`config.mk`:
```
export PLATFORM = sky130hd
export DESIGN_NAME = srk_unit
export DESIGN_NICKNAME = d
export VERILOG_FILES = /design/src/rtl/srk_pkg.sv /design/src/rtl/srk_shifter.sv /design/src/rtl/srk_flaggen.sv /design/src/rtl/srk_cond_eval.sv /design/src/rtl/srk_unit.sv
export SDC_FILE = /design/constraint.sdc
export NUM_CORES = 1
export LEC_CHECK = 0
export BUFFER_PORTS_ARGS = -buffer_cell sky130_fd_sc_hd__buf_2
export CELL_PAD_IN_SITES_DETAIL_PLACEMENT = 0
export CELL_PAD_IN_SITES_GLOBAL_PLACEMENT = 2
export CORE_MARGIN = 2
export CORE_UTILIZATION = 27
export DETAILED_ROUTE_END_ITERATION = 16
export PLACE_DENSITY = 0.79
export SLEW_MARGIN = 20
export SYNTH_ARGS = -nofsm -noshare
export SYNTH_HDL_FRONTEND = slang
export SYNTH_SLANG_ARGS = --single-unit
export TNS_END_PERCENT = 10
```
`constraint.sdc`:
```
create_clock -name clk -period 0.99 [get_ports clk]
set_clock_uncertainty 0.05 [all_clocks]
set_input_delay 0.0495 -clock clk [delete_from_list [all_inputs] [get_ports clk]]
set_output_delay 0.0495 -clock clk [all_outputs]
set_load 0.05 [all_outputs]
```
`src/rtl/srk_pkg.sv`:
```
package srk_pkg;

  localparam int FLAG_W = 4;
  localparam int S_IDX  = 3;
  localparam int Z_IDX  = 2;
  localparam int LV_IDX = 1;
  localparam int C_IDX  = 0;

  typedef enum logic [2:0] {
    OP_RL_CARRY  = 3'b000,
    OP_RL_CIRC   = 3'b001,
    OP_RR_CARRY  = 3'b010,
    OP_RR_CIRC   = 3'b011,
    OP_SHL_ARITH = 3'b100,
    OP_SHR_ARITH = 3'b101,
    OP_SHR_LOGIC = 3'b110,
    OP_PASS      = 3'b111
  } shift_op_e;

  // Flag tested by each pair of condition codes: Z, C, LV, S.
  function automatic int cond_flag_idx(input int pair);
    case (pair)
      0:       return Z_IDX;
      1:       return C_IDX;
      2:       return LV_IDX;
      default: return S_IDX;
    endcase
  endfunction

endpackage

```
`src/rtl/srk_shifter.sv`:
```
module srk_shifter
  import srk_pkg::*;
#(
  parameter int W = 8
) (
  input  shift_op_e      op,
  input  logic [W-1:0]   a,
  input  logic           cin,
  output logic [W-1:0]   y,
  output logic           cout
);

  localparam int MSB = W - 1;

  always_comb begin
    y    = a;
    cout = cin;
    case (op)
      OP_RL_CARRY: begin
        y    = {a[MSB-1:0], cin};
        cout = a[MSB];
      end
      OP_RL_CIRC: begin
        y    = {a[MSB-1:0], a[MSB]};
        cout = a[MSB];
      end
      OP_RR_CARRY: begin
        y    = {cin, a[MSB:1]};
        cout = a[0];
      end
      OP_RR_CIRC: begin
        y    = {a[0], a[MSB:1]};
        cout = a[0];
      end
      OP_SHL_ARITH: begin
        y    = {a[MSB-1:0], 1'b0};
        cout = a[MSB];
      end
      OP_SHR_ARITH: begin
        y    = {a[MSB], a[MSB:1]};
        cout = a[0];
      end
      OP_SHR_LOGIC: begin
        y    = {1'b0, a[MSB:1]};
        cout = a[0];
      end
      default: begin      // pass-through
        y    = a;
        cout = cin;
      end
    endcase
  end

endmodule

```
`src/rtl/srk_flaggen.sv`:
```
module srk_flaggen
  import srk_pkg::*;
#(
  parameter int W = 8
) (
  input  logic [W-1:0]      y,
  input  logic              cout,
  output logic [FLAG_W-1:0] flags
);

  localparam int HALF = W / 2;

  always_comb begin
    flags         = '0;
    flags[S_IDX]  = y[W-1];
    flags[Z_IDX]  = ~|y;
    flags[LV_IDX] = ~|y[W-1 -: HALF];
    flags[C_IDX]  = cout;
  end

endmodule

```
`src/rtl/srk_cond_eval.sv`:
```
module srk_cond_eval
  import srk_pkg::*;
#(
  parameter int CODE_W = 3
) (
  input  logic [CODE_W-1:0] code,
  input  logic [FLAG_W-1:0] flags,
  output logic              hit
);

  localparam int NCODES = 1 << CODE_W;

  logic [NCODES-1:0] test_vec;

  for (genvar g = 0; g < NCODES; g++) begin : g_test
    localparam int FIDX   = cond_flag_idx(g / 2);
    localparam bit WANT_1 = (g % 2) == 1;
    if (WANT_1) begin : g_set
      assign test_vec[g] = flags[FIDX];
    end else begin : g_clr
      assign test_vec[g] = ~flags[FIDX];
    end
  end

  assign hit = test_vec[code];

endmodule

```
`src/rtl/srk_unit.sv`:
```
module srk_unit
  import srk_pkg::*;
#(
  parameter int W      = 8,
  parameter int SYNC_N = 2
) (
  input  logic              clk,
  input  logic              rst_n,
  input  logic              op_valid,
  input  logic [2:0]        op_sel,
  input  logic [W-1:0]      operand,
  input  logic              carry_in,
  input  logic [2:0]        cond_code,
  input  logic [FLAG_W-1:0] flags_in,
  output logic              res_valid,
  output logic [W-1:0]      result,
  output logic [FLAG_W-1:0] flags_out,
  output logic              cond_true
);

  // Reset synchronizer: asynchronous assert, synchronous release.
  logic [SYNC_N-1:0] rst_pipe_q;
  logic              rst_sync_n;

  always_ff @(posedge clk or negedge rst_n) begin
    if (!rst_n) rst_pipe_q <= '0;
    else        rst_pipe_q <= {rst_pipe_q[SYNC_N-2:0], 1'b1};
  end
  assign rst_sync_n = rst_pipe_q[SYNC_N-1];

  // Datapath.
  logic [W-1:0]      sh_y;
  logic              sh_cout;
  logic [FLAG_W-1:0] sh_flags;

  srk_shifter #(.W(W)) u_shifter (
    .op   (shift_op_e'(op_sel)),
    .a    (operand),
    .cin  (carry_in),
    .y    (sh_y),
    .cout (sh_cout)
  );

  srk_flaggen #(.W(W)) u_flaggen (
    .y     (sh_y),
    .cout  (sh_cout),
    .flags (sh_flags)
  );

  srk_cond_eval #(.CODE_W(3)) u_cond (
    .code  (cond_code),
    .flags (flags_in),
    .hit   (cond_true)
  );

  // Result register: next-state logic.
  logic              valid_q, valid_d;
  logic [W-1:0]      res_q, res_d;
  logic [FLAG_W-1:0] flg_q, flg_d;

  always_comb begin
    valid_d = op_valid;
    res_d   = res_q;
    flg_d   = flg_q;
    if (op_valid) begin
      res_d = sh_y;
      flg_d = sh_flags;
    end
  end

  // Result register: state.
  always_ff @(posedge clk or negedge rst_sync_n) begin
    if (!rst_sync_n) begin
      valid_q <= 1'b0;
      res_q   <= '0;
      flg_q   <= '0;
    end else begin
      valid_q <= valid_d;
      res_q   <= res_d;
      flg_q   <= flg_d;
    end
  end

  assign res_valid = valid_q;
  assign result    = res_q;
  assign flags_out = flg_q;

endmodule

```
==> results of run 1 <==
## cells in the final DEF (no fill, tap or decap), drive strengths merged
| cell type | Yosys | routed |
|---|---|---|
| buf | 4 | 57 |
| a211oi | 2 | 2 |
| nor3 | 1 | 1 |
| o32ai | 1 | 1 |
| dfrtp | 14 | 14 |
| nor3b | 1 | 1 |
| mux2i | 8 | 8 |
| a221oi | 1 | 1 |
| mux2 | 6 | 6 |
| a31oi | 2 | 2 |
| nand2 | 3 | 3 |
| o21ai | 2 | 2 |
| mux4 | 1 | 1 |
| o211ai | 2 | 2 |
| clkbuf | 2 | 4 |
| nand2b | 2 | 2 |
| o21a | 2 | 2 |
| a21oi | 7 | 7 |
| and2 | 1 | 2 |
| nor2 | 12 | 12 |
| xnor2 | 1 | 1 |
| conb | 1 | 1 |
| nor2b | 1 | 1 |
| dlygate4sd3 | 0 | 1 |
| inv | 3 | 3 |
| and2b | 1 | 1 |
| nand4 | 1 | 1 |
| nand3 | 1 | 1 |
| o31a | 1 | 1 |
| a22o | 1 | 1 |
## metal layers
| metal | vias to the layer above | GRT usage (%) | wire length (um) |
|---|---|---|---|
| met1 | 382 | 17.87 | 1093 |
| met4 | 0 | 4.658 | 8 |
| li1 | 417 | - | - |
| met3 | 2 | 1.261 | 109 |
| met2 | 23 | 21.12 | 1049 |
| met5 | - | 0 | 0 |
## area by class of cell
type / count / area [um2]
Fill cell: 306 / 1694
Timing Repair Buffer: 59 / 426.7
Inverter: 3 / 11.26
Multi-Input combinational cell: 63 / 518.0
Clock buffer: 3 / 22.52
Tap cell: 44 / 55.05
Sequential cell: 14 / 350.3
## metrics by stage
| stage | instances | power [mW] | cell area [um2] |
|---|---|---|---|
| 2_1_floorplan | 85 | 1.130 | 904.6 |
| 3_3_place_gp | 181 | 1.342 | 1255 |
| 3_5_place_dp | 181 | 1.350 | 1255 |
| 4_1_cts | 185 | 1.687 | 1318 |
| 5_1_grt | 186 | 1.829 | 1384 |
| 6_report | 186 | 1.715 | 1384 |
## sequential cells by signal, summed over array words and instances (netlist names)
| signal | flops |
|---|---|
| res_valid | 1 |
| rst_pipe_q | 2 |
| result | 8 |
| flags_out | 3 |
## final timing paths
path	from	slack, ns	depth (start not counted)	to
min in group clk	op_valid	0.11	2	res_valid$_DFF_PN0_
max in group asynchronous	rst_pipe_q[1]$_DFF_PN0_	0.42	0	flags_out[1]$_DFFE_PN0P_
setup / recovery	cond_code[1]	-0.06	4	cond_true
setup reg to reg	result[0]$_DFFE_PN0P_	0.16	1	result[0]$_DFFE_PN0P_
hold / removal	rst_n	0.04	2	rst_pipe_q[0]$_DFF_PN0_
hold reg to reg	rst_pipe_q[1]$_DFF_PN0_	0.15	0	flags_out[2]$_DFFE_PN0P_
## cell families after synthesis
| kind of cell | synth area share, % |
|---|---|
| compound gates | 17.95 |
| xor+xnor | 0.9973 |
| buf+inv | 6.694 |
| flops | 39.89 |
| mux | 19.37 |
| other cells | 0.4269 |
| simple gates | 14.67 |
## synth_stat cells (all sizes together) (2+ instances only)
library cell	instances	share of area [%]
a211oi	2	3.1
a21oi	7	4.0
a31oi	2	1.4
buf	4	4.6
clkbuf	2	0.86
dfrtp	14	40
inv	3	1.3
mux2	6	7.7
mux2i	8	9.1
nand2	3	1.3
nand2b	2	1.4
nor2	12	5.1
o211ai	2	1.7
o21a	2	1.7
o21ai	2	1.1
## report_power, final
| group | switching [mW] | leakage (nW) | internal (mW) |
|---|---|---|---|
| sequential | 0.0427 | 0.165 | 0.628 |
| combinational | 0.431 | 0.478 | 0.320 |
| clock | 0.154 | 0.0138 | 0.140 |
## what timing repair did
item | 4_1_cts | 5_1_grt
buffers inserted | 0 | 0
hold buffers | 1 | 0
endpoints found under the setup margin | 9 | 16
endpoints found under the hold margin | 2 | 0
gates resized for setup | 11 | 22
gates cloned | 0 | 1
pin swaps | 0 | 1
==> key figures, run 1 <==
Route
  – Routed WL per cell: 12.15 um
  – Aggregate routed wire length: 2.260 mm
  – Via total after detailed routing: 824
  – Number of iterations in the first detailed-routing pass: 3
  – Remaining antenna violation count after routing: 0
  – Violation count after the first detailed-routing iteration: 17
  – Vias per cell: 4.430
  – Remaining design rule violation count: 0

Global route
  – All-Layer GR Usage: 12.94%
  – Via count of the first global-routing pass: 835
  – Global-route wire length before repair: 3.581 mm
  – Largest net degree at the start of global routing: 19
  – Overflow left after global routing: 0
  – Number of antenna violations at the first check in global routing: 0

Status
  – Outcome: finished, violations left
  – Violations in the final reports: negative setup slack

Clock tree
  – Clock Sink Count: 14
  – Deepest clock path buffer count: 2
  – Worst-skew pair later-pin latency: 0.26 ns
  – TritonCTS clock tree: done
  – Clock-pin slew on the worst setup and hold paths: 0.07 ns
  – Total clock buffers created by CTS: 3
  – Number of H-tree levels: 1
  – Clock tree root driver cell: sky130_fd_sc_hd__clkbuf_4

Timing
  – Worst hold margin: 0.03581 ns
  – Setup TNS: -0.1007 ns
  – Time the final worst path needs with I/O delays and setup: 1.046 ns
  – RSZ-0062 raised after global routing: true
  – Final hold vios: 0
  – Setup-violating endpoint count in the final report: 3
  – Pins Over Slew Limit: 0
  – Max Fclk: 955.7 MHz
  – Final Cycle Share: 105.7%
  – Post-route worst setup slack: -0.05635 ns

Setup path
  – Cell chain of the critical path: buf_6, mux4_2, xnor2_2, buf_6
  – Critical Path Source Type: input port
  – Worst-path cell with the longest stage delay: sky130_fd_sc_hd__mux4_2
  – Arrival time at the worst endpoint: 0.95 ns
  – Count of buffer and inverter cells on the critical path: 2
  – Kind of cell adding the most delay to the critical path: multiplexers
  – Required time at the worst-slack endpoint: 0.89 ns
  – Crit-path max cell delay: 0.51 ns
  – Cell mode on critical path: sky130_fd_sc_hd__buf_6
  – Startpoint-to-endpoint class of the critical path: in -> out
  – Critical path endpoint category: primary output
  – Maximum fanout encountered on the critical timing path: 1

Logic synthesis
  – Post-synth net total: 107
  – Share of flip-flops with an asynchronous set or reset after synthesis: 100.0%
  – Commonest register cell after synthesis: sky130_fd_sc_hd__dfrtp_1
  – Number of flops mapped to enable cells by yosys: 0
  – FF+latch count, synth: 14
  – Number of unique standard cell types used by synthesis: 33
  – Mean instance size in the synthesized netlist: 10.33 um2
  – Number of standard cells after synthesis: 85
  – Seq/Total Area, Yosys: 39.89%
  – Total number of yosys warnings: 0
  – Netlist Area Pre-Place: 878.3 um2

Floorplanning
  – Die outline area: 3725 um2
  – Height of the die: 61.04 um
  – Core Footprint: 3078 um2
  – Number of core rows: 20
  – Starting Density: 28.54%
  – I/O pins: 36
  – Die Span X: 61.04 um

Layout
  – Proportion of layout cells with a drive suffix above 1: 56.34%
  – Number of nets in the final layout: 166
  – Ant. Diodes: 0
  – Synth-to-Final Area Change: 57.55%
  – Core utilization of the finished layout: 44.96%

Place
  – Routability cong.: 0.7967
  – Number of port buffers: 35
  – Worst slack, placed: -0.3566 ns
  – HPWL reported at the end of detailed placement: 1.781 mm

Power and ir drop
  – Worst VDD drop: 0.6354 mV
  – Areal power density over the cells: 1239 nW/um2
  – Standby leakage power: 0.6561 nW

Min path
  – Worst hold path class: in -> async

Flow run
  – Max-capacitance violation count: 0
Power figures use the tool's default switching activity.
==> inputs of run 2 (changes only) <==
CORE_UTILIZATION = 29   (was 27)
PLACE_DENSITY = 0.8   (was 0.79)
SYNTH_HIERARCHICAL = 1   (was default)
==> run 2 against run 1 <==
Net effect:
- the flow still finishes with violations (negative setup slack)
- combinational power grew 27%
- clock-buffer cell count stayed put
- highest routed layer unchanged
- sequential share of layout area shrank 1.4 points
- first-iteration DRC count decreased by 94%
- critical path type is now in -> reg
- clock power grew 21%
- hold slack lost 0.013 ns
- critical path depth is 4 higher
- critical endpoint is now flags_out[2]$_DFFE_PN0P_
- largest cell class unchanged
- sequential cell count increased by 1
==> key figures, run 2 <==
Setup path
  – Flop2flop setup slack: 0.14 ns (-0.02 ns)
  – Crit-path max cell delay: 0.32 ns (-0.19 ns)
  – FF-to-FF End: result[7]$_DFFE_PN0P_
  – Cell chain of the critical path: buf_8, buf_6, a21o_4, o211ai_1, o21ai_2, nor4_4, and2_1, mux2_4
  – Maximum fanout encountered on the critical timing path: 6 (+5)
  – Required time at the worst-slack endpoint: 1.18 ns (+0.29 ns)
  – Critical path endpoint category: register
  – Launch point of the critical path: op_sel[2]
  – Worst Reg-to-Reg Cells: 1 (unchanged)
  – Arrival time at the worst endpoint: 1.34 ns (+0.39 ns)
  – Destination of the critical timing path: flags_out[2]$_DFFE_PN0P_
  – Worst reg2reg path startpoint: result[7]$_DFFE_PN0P_
  – Startpoint-to-endpoint class of the critical path: in -> reg
  – Critical Path Source Type: input port
  – Worst-path cell with the longest stage delay: sky130_fd_sc_hd__nor4_4

Logic synthesis
  – Cell types occupying the most area after synthesis: sky130_fd_sc_hd__dfrtp_1, sky130_fd_sc_hd__mux2_4, sky130_fd_sc_hd__o21ai_0, sky130_fd_sc_hd__a21o_2, sky130_fd_sc_hd__mux2i_1
  – Combinational family with the most area after synthesis: multiplexers
  – Netlist Area Pre-Place: 947.2 um2 (+7.8%)
  – FF+latch count, synth: 15 (+1)
  – Mean instance size in the synthesized netlist: 11.55 um2 (+12%)
  – Commonest register cell after synthesis: sky130_fd_sc_hd__dfrtp_1
  – Post-synthesis share of cell area spent on full adders, half adders and majority gates: 0% (unchanged)
  – Compound-Gate Fraction of Synth Area: 19.82% (+1.9 points)
  – Most numerous cell in the Yosys netlist: sky130_fd_sc_hd__dfrtp_1
  – Number of unique standard cell types used by synthesis: 27 (-18%)
  – Cell type with the largest total area after synthesis: sky130_fd_sc_hd__dfrtp_1
  – Seq/Total Area, Yosys: 39.63% (-0.26 points)
  – Multiplexer share of the synthesized area: 24.83% (+5.5 points)
  – Number of standard cells after synthesis: 82 (-3.5%)
  – Area share of the leading cell type in the synthesized netlist: 39.63% (-0.26 points)
  – Basic-gate share of the synthesized area counting and, or, nand and nor cells: 7.662% (-7.0 points)
  – Number of flops mapped to enable cells by yosys: 0 (unchanged)
  – Total number of yosys warnings: 6 (+6)
  – Post-synth net total: 104 (-2.8%)
  – Post-Synth XOR/XNOR Area: 0.9247% (-0.072 points)
  – Share of flip-flops with an asynchronous set or reset after synthesis: 100.0% (unchanged)
  – Leading cell types by count after synthesis: sky130_fd_sc_hd__dfrtp_1, sky130_fd_sc_hd__mux2_4, sky130_fd_sc_hd__o21ai_0

Global route
  – All-Layer GR Usage: 13.79% (+0.85 points)
  – Largest net degree at the start of global routing: 14 (-5)
  – Overflow left after global routing: 0 (unchanged)
  – Number of antenna violations at the first check in global routing: 0 (unchanged)
  – Global-route wire length before repair: 3.836 mm (+7.1%)
  – Via count of the first global-routing pass: 881 (+5.5%)

Layout
  – Number of nets in the final layout: 163 (-1.8%)
  – FF+latch area: 375.4 um2 (+7.1%)
  – Total area of multi-input combinational cells: 575.6 um2 (+11%)
  – Most common cell after layout, fill and taps aside: sky130_fd_sc_hd__buf_4
  – Ant. Diodes: 0 (unchanged)
  – Proportion of layout cells with a drive suffix above 1: 69.29% (+13 points)
  – Synth-to-Final Area Change: 65.65%
  – Commonest cells after routing, fill and taps aside: sky130_fd_sc_hd__buf_4, sky130_fd_sc_hd__buf_6, sky130_fd_sc_hd__buf_2
  – Fillers: 262 (-14%)
  – Largest register FFs: 8 (unchanged)
  – Core utilization of the finished layout: 50.98% (+6.0 points)

Power and ir drop
  – Sum of internal, switching and leakage power: 2.047 mW (+19%)
  – Areal power density over the cells: 1305 nW/um2 (+5.3%)
  – Worst VDD drop: 0.8486 mV (+34%)
  – Standby leakage power: 0.7542 nW (+15%)

Route
  – Routed WL per cell: 12.93 um (+6.5%)
  – Number of iterations in the first detailed-routing pass: 4 (+1)
  – Remaining antenna violation count after routing: 0 (unchanged)
  – Via total after detailed routing: 870 (+5.6%)
  – Vias per cell: 4.728 (+6.7%)
  – Aggregate routed wire length: 2.380 mm (+5.3%)
  – Violation count after the first detailed-routing iteration: 1 (-16)
  – Remaining design rule violation count: 0 (unchanged)

Min path
  – Worst hold path class: in -> async

Timing
  – Final hold vios: 0 (unchanged)
  – Worst hold margin: 0.02328 ns (-0.01253 ns)
  – Time the final worst path needs with I/O delays and setup: 1.150 ns (+0.1035 ns)
  – Pins Over Slew Limit: 0 (unchanged)
  – Post-route worst setup slack: -0.1598 ns (-0.1035 ns)
  – Max Fclk: 869.7 MHz (-9.0%)
  – RSZ-0062 raised after global routing: true
  – Setup-violating endpoint count in the final report: 8 (+5)
  – Final Cycle Share: 116.1% (+10 points)

Floorplanning
  – Core Footprint: 3078 um2 (unchanged)
  – I/O pins: 36 (unchanged)
  – Starting Density: 30.77% (+2.2 points)
  – Number of core rows: 20 (unchanged)
  – Die outline area: 3739 um2 (+0.38%)
  – Die Span X: 61.15 um (+0.19%)
  – Height of the die: 61.15 um (+0.19%)

Clock tree
  – Deepest clock path buffer count: 2 (unchanged)
  – Total clock buffers created by CTS: 3 (unchanged)
  – Clock Sink Count: 15 (+1)
  – Clock tree root driver cell: sky130_fd_sc_hd__clkbuf_4
  – Worst-skew pair later-pin latency: 0.28 ns (+0.02 ns)
  – Number of H-tree levels: 1 (unchanged)
  – TritonCTS clock tree: done
  – Clock-pin slew on the worst setup and hold paths: 0.10 ns (+0.03 ns)

Place
  – HPWL reported at the end of detailed placement: 1.723 mm (-3.3%)
  – Worst slack, placed: -0.5375 ns (-0.1809 ns)
  – Number of port buffers: 35 (unchanged)
  – Routability cong.: 0.7731 (-3.0%)

Status
  – Outcome: finished, violations left
  – Violations in the final reports: negative setup slack

Flow run
  – Max-capacitance violation count: 0 (unchanged)
run 2: cell types whose count changed after synthesis, sizes merged, moves of 3 or more:
cell    delta
a21o       +5
a21oi      -6
buf        +4
mux2       +6
mux2i      -4
nor2       -8
o211ai     +3
o21ai      +7
run 2: cells by family (layout without fill, tap and decap cells):
kind of cell | after synthesis | count (layout)
AND/OR/NAND/NOR | 13 | 13
buffers and inverters | 9 | 67
multiplexers | 17 | 17
other | 1 | 1
flip-flops | 15 | 15
AO/OA/AOI/OAI | 26 | 26
XOR/XNOR | 1 | 1
run 2: worst max-delay path: cells and delay by family:
family          cells  cell delay [ns]
mux                 1             0.13
buf+inv             2             0.23
simple gates        2             0.49
compound gates      3             0.44
run 2: repair_timing:
action / 4_1_cts / 5_1_grt
gates cloned: 0 / 0
setup endpoints to repair: 25 / 20
hold endpoints to repair: 3 / 0
hold buffers: 2 / 0
pin swaps: 7 / 3
buffers inserted: 3 / 0
gates resized for setup: 45 / 14
run 2: cell type report:
type | count | area share [%]
multi-input cells | 58 | 36.68
clock buffers | 3 | 1.435
flip-flops and latches | 15 | 23.92
repair buffers | 62 | 33.89
inverters | 1 | 0.2392
clock inverters | 1 | 0.3190
well taps | 44 | 3.509
run 2: worst min path at each step:
stage / end / depth (start not counted)
after CTS: rst_pipe_q[1]$_DFF_PN0_ / 2
after global routing: rst_pipe_q[1]$_DFF_PN0_ / 2
final: rst_pipe_q[0]$_DFF_PN0_ / 2
after floorplan: rst_pipe_q[0]$_DFF_PN0_ / 0
after detailed placement: rst_pipe_q[0]$_DFF_PN0_ / 1
after global placement: rst_pipe_q[0]$_DFF_PN0_ / 1
run 2: power breakdown:
part | switching [mW] | internal (mW)
logic | 0.502 | 0.455
registers | 0.0516 | 0.683
clock network | 0.206 | 0.150
run 2: through the flow:
stage                     TNS, ns  std cells  area, um2
after detailed placement   -4.711        176       1325
final                     -0.6063        184       1569
after global routing      -0.8648        184       1569
after CTS                 -0.3106        184       1518
after global placement     -4.535        176       1325
after floorplan            -1.174         82      960.9
run 2: routing by layer:
layer | up-vias | share of wire, % | track usage, %
met2 | 18 | 54 | 24.32
li1 | 423 | - | -
met5 | - | 0 | 0
met3 | 2 | 3.8 | 3.571
met4 | 0 | 0.55 | 2.795
met1 | 427 | 41 | 16.95
==> inputs of run 3 (changes only) <==
CORE_MARGIN = default   (was 2)
==> run 3 against run 2 <==
Net effect:
- the flow still finishes with violations (negative setup slack)
- fmax increased by 3.4%
- global-route usage increased by 0.60 points
- wire length increased by 1.9%
- die area decreased by 6.4%
- utilization increased by 0.41 points
- cell count increased by 1.1%
- non-clock buffer count increased by 2
- critical endpoint unchanged
- highest routed layer is now met3
==> key figures, run 3 (same netlist as run 2, synthesis figures left out) <==
Status
  – Outcome: finished, violations left
  – Violations in the final reports: negative setup slack

Power and ir drop
  – Areal power density over the cells: 1296 nW/um2 (-0.69%)
  – Worst VDD drop: 0.6427 mV (-24%)
  – Standby leakage power: 0.7608 nW (+0.87%)
  – Sum of internal, switching and leakage power: 2.049 mW (+0.10%)

Place
  – Routability cong.: 0.7177 (-7.2%)
  – Number of port buffers: 35 (unchanged)
  – Number of cells after detailed placement: 177 (+0.57%)
  – HPWL reported at the end of detailed placement: 1.789 mm (+3.8%)

Global route
  – Met2 usage: 26.30% (+2.0 points)
  – Global-route wire length before repair: 3.753 mm (-2.2%)
  – Top Usage Layer GRT: met2
  – Fraction of met3 tracks used by global routing: 1.310% (-2.3 points)
  – All-Layer GR Usage: 14.39% (+0.60 points)
  – Largest net degree at the start of global routing: 14 (unchanged)
  – Number of antenna violations at the first check in global routing: 0 (unchanged)
  – Via count of the first global-routing pass: 840 (-4.7%)
  – Met1 capacity usage during global routing: 18.36% (+1.4 points)
  – Overflow left after global routing: 0 (unchanged)

Setup path
  – Flop2flop setup slack: 0.14 ns (about the same)
  – Startpoint-to-endpoint class of the critical path: in -> reg
  – Count of buffer and inverter cells on the critical path: 2 (unchanged)
  – Kind of cell adding the most delay to the critical path: multiplexers
  – WP depth: 8 (unchanged)
  – Arrival time at the worst endpoint: 1.24 ns (-0.10 ns)
  – Maximum fanout encountered on the critical timing path: 13 (+7)
  – Worst Reg-to-Reg Cells: 1 (unchanged)
  – Required time at the worst-slack endpoint: 1.12 ns (-0.06 ns)
  – Worst reg2reg path startpoint: flags_out[2]$_DFFE_PN0P_
  – Cell chain of the critical path: buf_12, nand2_2, buf_12, mux2i_2, mux2i_2, nor4_4, and2_1, mux2_4
  – FF-to-FF End: flags_out[2]$_DFFE_PN0P_
  – Destination of the critical timing path: flags_out[2]$_DFFE_PN0P_
  – Launch point of the critical path: op_sel[0]
  – Crit-path max cell delay: 0.25 ns (-0.07 ns)
  – Critical Path Source Type: input port
  – Worst-path cell with the longest stage delay: sky130_fd_sc_hd__mux2_4
  – Critical path endpoint category: register

Floorplanning
  – Die Span X: 59.15 um (-3.3%)
  – I/O pins: 36 (unchanged)
  – Height of the die: 59.15 um (-3.3%)
  – Starting Density: 30.77% (unchanged)
  – Die outline area: 3499 um2 (-6.4%)
  – Number of core rows: 20 (unchanged)
  – Core Footprint: 3078 um2 (unchanged)

Timing
  – Worst hold margin: 0.01140 ns (-0.01188 ns)
  – Setup-violating endpoint count in the final report: 7 (-1)
  – Setup TNS: -0.5144 ns (+0.09188 ns)
  – Max Fclk: 899.0 MHz (+3.4%)
  – Final hold vios: 0 (unchanged)
  – Post-route worst setup slack: -0.1223 ns (+0.03755 ns)
  – Pins Over Slew Limit: 0 (unchanged)
  – RSZ-0062 raised after global routing: true
  – Time the final worst path needs with I/O delays and setup: 1.112 ns (-0.03755 ns)
  – Final Cycle Share: 112.4% (-3.8 points)

Clock tree
  – TritonCTS clock tree: done
  – Worst-skew pair later-pin latency: 0.28 ns (about the same)
  – Clock tree root driver cell: sky130_fd_sc_hd__clkbuf_4
  – Number of H-tree levels: 1 (unchanged)
  – Total clock buffers created by CTS: 3 (unchanged)
  – Deepest clock path buffer count: 2 (unchanged)
  – Clock Sink Count: 15 (unchanged)
  – Clock-pin slew on the worst setup and hold paths: 0.10 ns (about the same)

Layout
  – Commonest cells after routing, fill and taps aside: sky130_fd_sc_hd__buf_4, sky130_fd_sc_hd__buf_2, sky130_fd_sc_hd__buf_6
  – Post-route non-filler standard cell count: 186 (+1.1%)
  – Largest register FFs: 8 (unchanged)
  – Fillers: 283 (+8.0%)
  – Synth-to-Final Area Change: 66.98%
  – Core utilization of the finished layout: 51.38% (+0.41 points)
  – Proportion of layout cells with a drive suffix above 1: 69.01% (-0.27 points)
  – Ant. Diodes: 0 (unchanged)
  – Number of nets in the final layout: 165 (+1.2%)
  – Most common cell after layout, fill and taps aside: sky130_fd_sc_hd__buf_4

Route
  – Vias per cell: 4.581 (-3.1%)
  – Remaining antenna violation count after routing: 0 (unchanged)
  – Number of iterations in the first detailed-routing pass: 2 (-2)
  – Aggregate routed wire length: 2.425 mm (+1.9%)
  – Remaining design rule violation count: 0 (unchanged)
  – Routed WL per cell: 13.04 um (+0.80%)
  – Violation count after the first detailed-routing iteration: 4 (+3)
  – Via total after detailed routing: 852 (-2.1%)

Flow run
  – Max-capacitance violation count: 0 (unchanged)

Min path
  – Cells on Worst Hold Path: 2
  – Worst hold path class: in -> reg
run 3: timing repair:
item,4_1_cts,5_1_grt
setup buffers,2,1
endpoints found under the setup margin,26,22
pin swaps,5,4
gates resized for setup,39,17
hold endpoints to repair,2,2
hold buffers,1,1
gates cloned,0,0
run 3: how the worst min path moves through the flow:
stage / startpoint / to / slack (ns)
floorplan: rst_n / rst_pipe_q[0]$_DFF_PN0_ / -0.30
global placement: rst_n / rst_pipe_q[0]$_DFF_PN0_ / -0.21
detailed placement: rst_n / rst_pipe_q[0]$_DFF_PN0_ / -0.21
CTS: rst_n / rst_pipe_q[1]$_DFF_PN0_ / 0.009
global route: op_valid / res_valid$_DFF_PN0_ / 0.01
finish: op_valid / res_valid$_DFF_PN0_ / 0.01
run 3: power breakdown:
| part | internal [mW] | switching, mW | total, mW |
|---|---|---|---|
| sequential | 0.683 | 0.0539 | 0.737 |
| combinational | 0.460 | 0.496 | 0.955 |
| clock | 0.150 | 0.208 | 0.358 |
| total | 1.29 | 0.757 | 2.05 |
run 3: layer usage:
layer / part of all wire [%] / routed length [um]
met1: 44 / 1069
met2: 54 / 1303
met3: 2.1 / 52
met4: 0 / 0
met5: 0 / 0
run 3: area by class of cell:
class	instances	area (um2)	area share, %
multi-input cells	58	568.0	35.92
well taps	44	55.05	3.481
repair buffers	64	551.8	34.89
clock buffers	3	22.52	1.424
flip-flops and latches	15	375.4	23.73
clock inverters	1	5.005	0.3165
inverters	1	3.754	0.2373
run 3: stage by stage:
step	cell area, um2	setup WS, ns
floorplan	960.9	-0.2602
global placement	1333	-0.5758
detailed placement	1333	-0.6226
CTS	1505	-0.1186
global route	1582	-0.1448
finish	1582	-0.1223
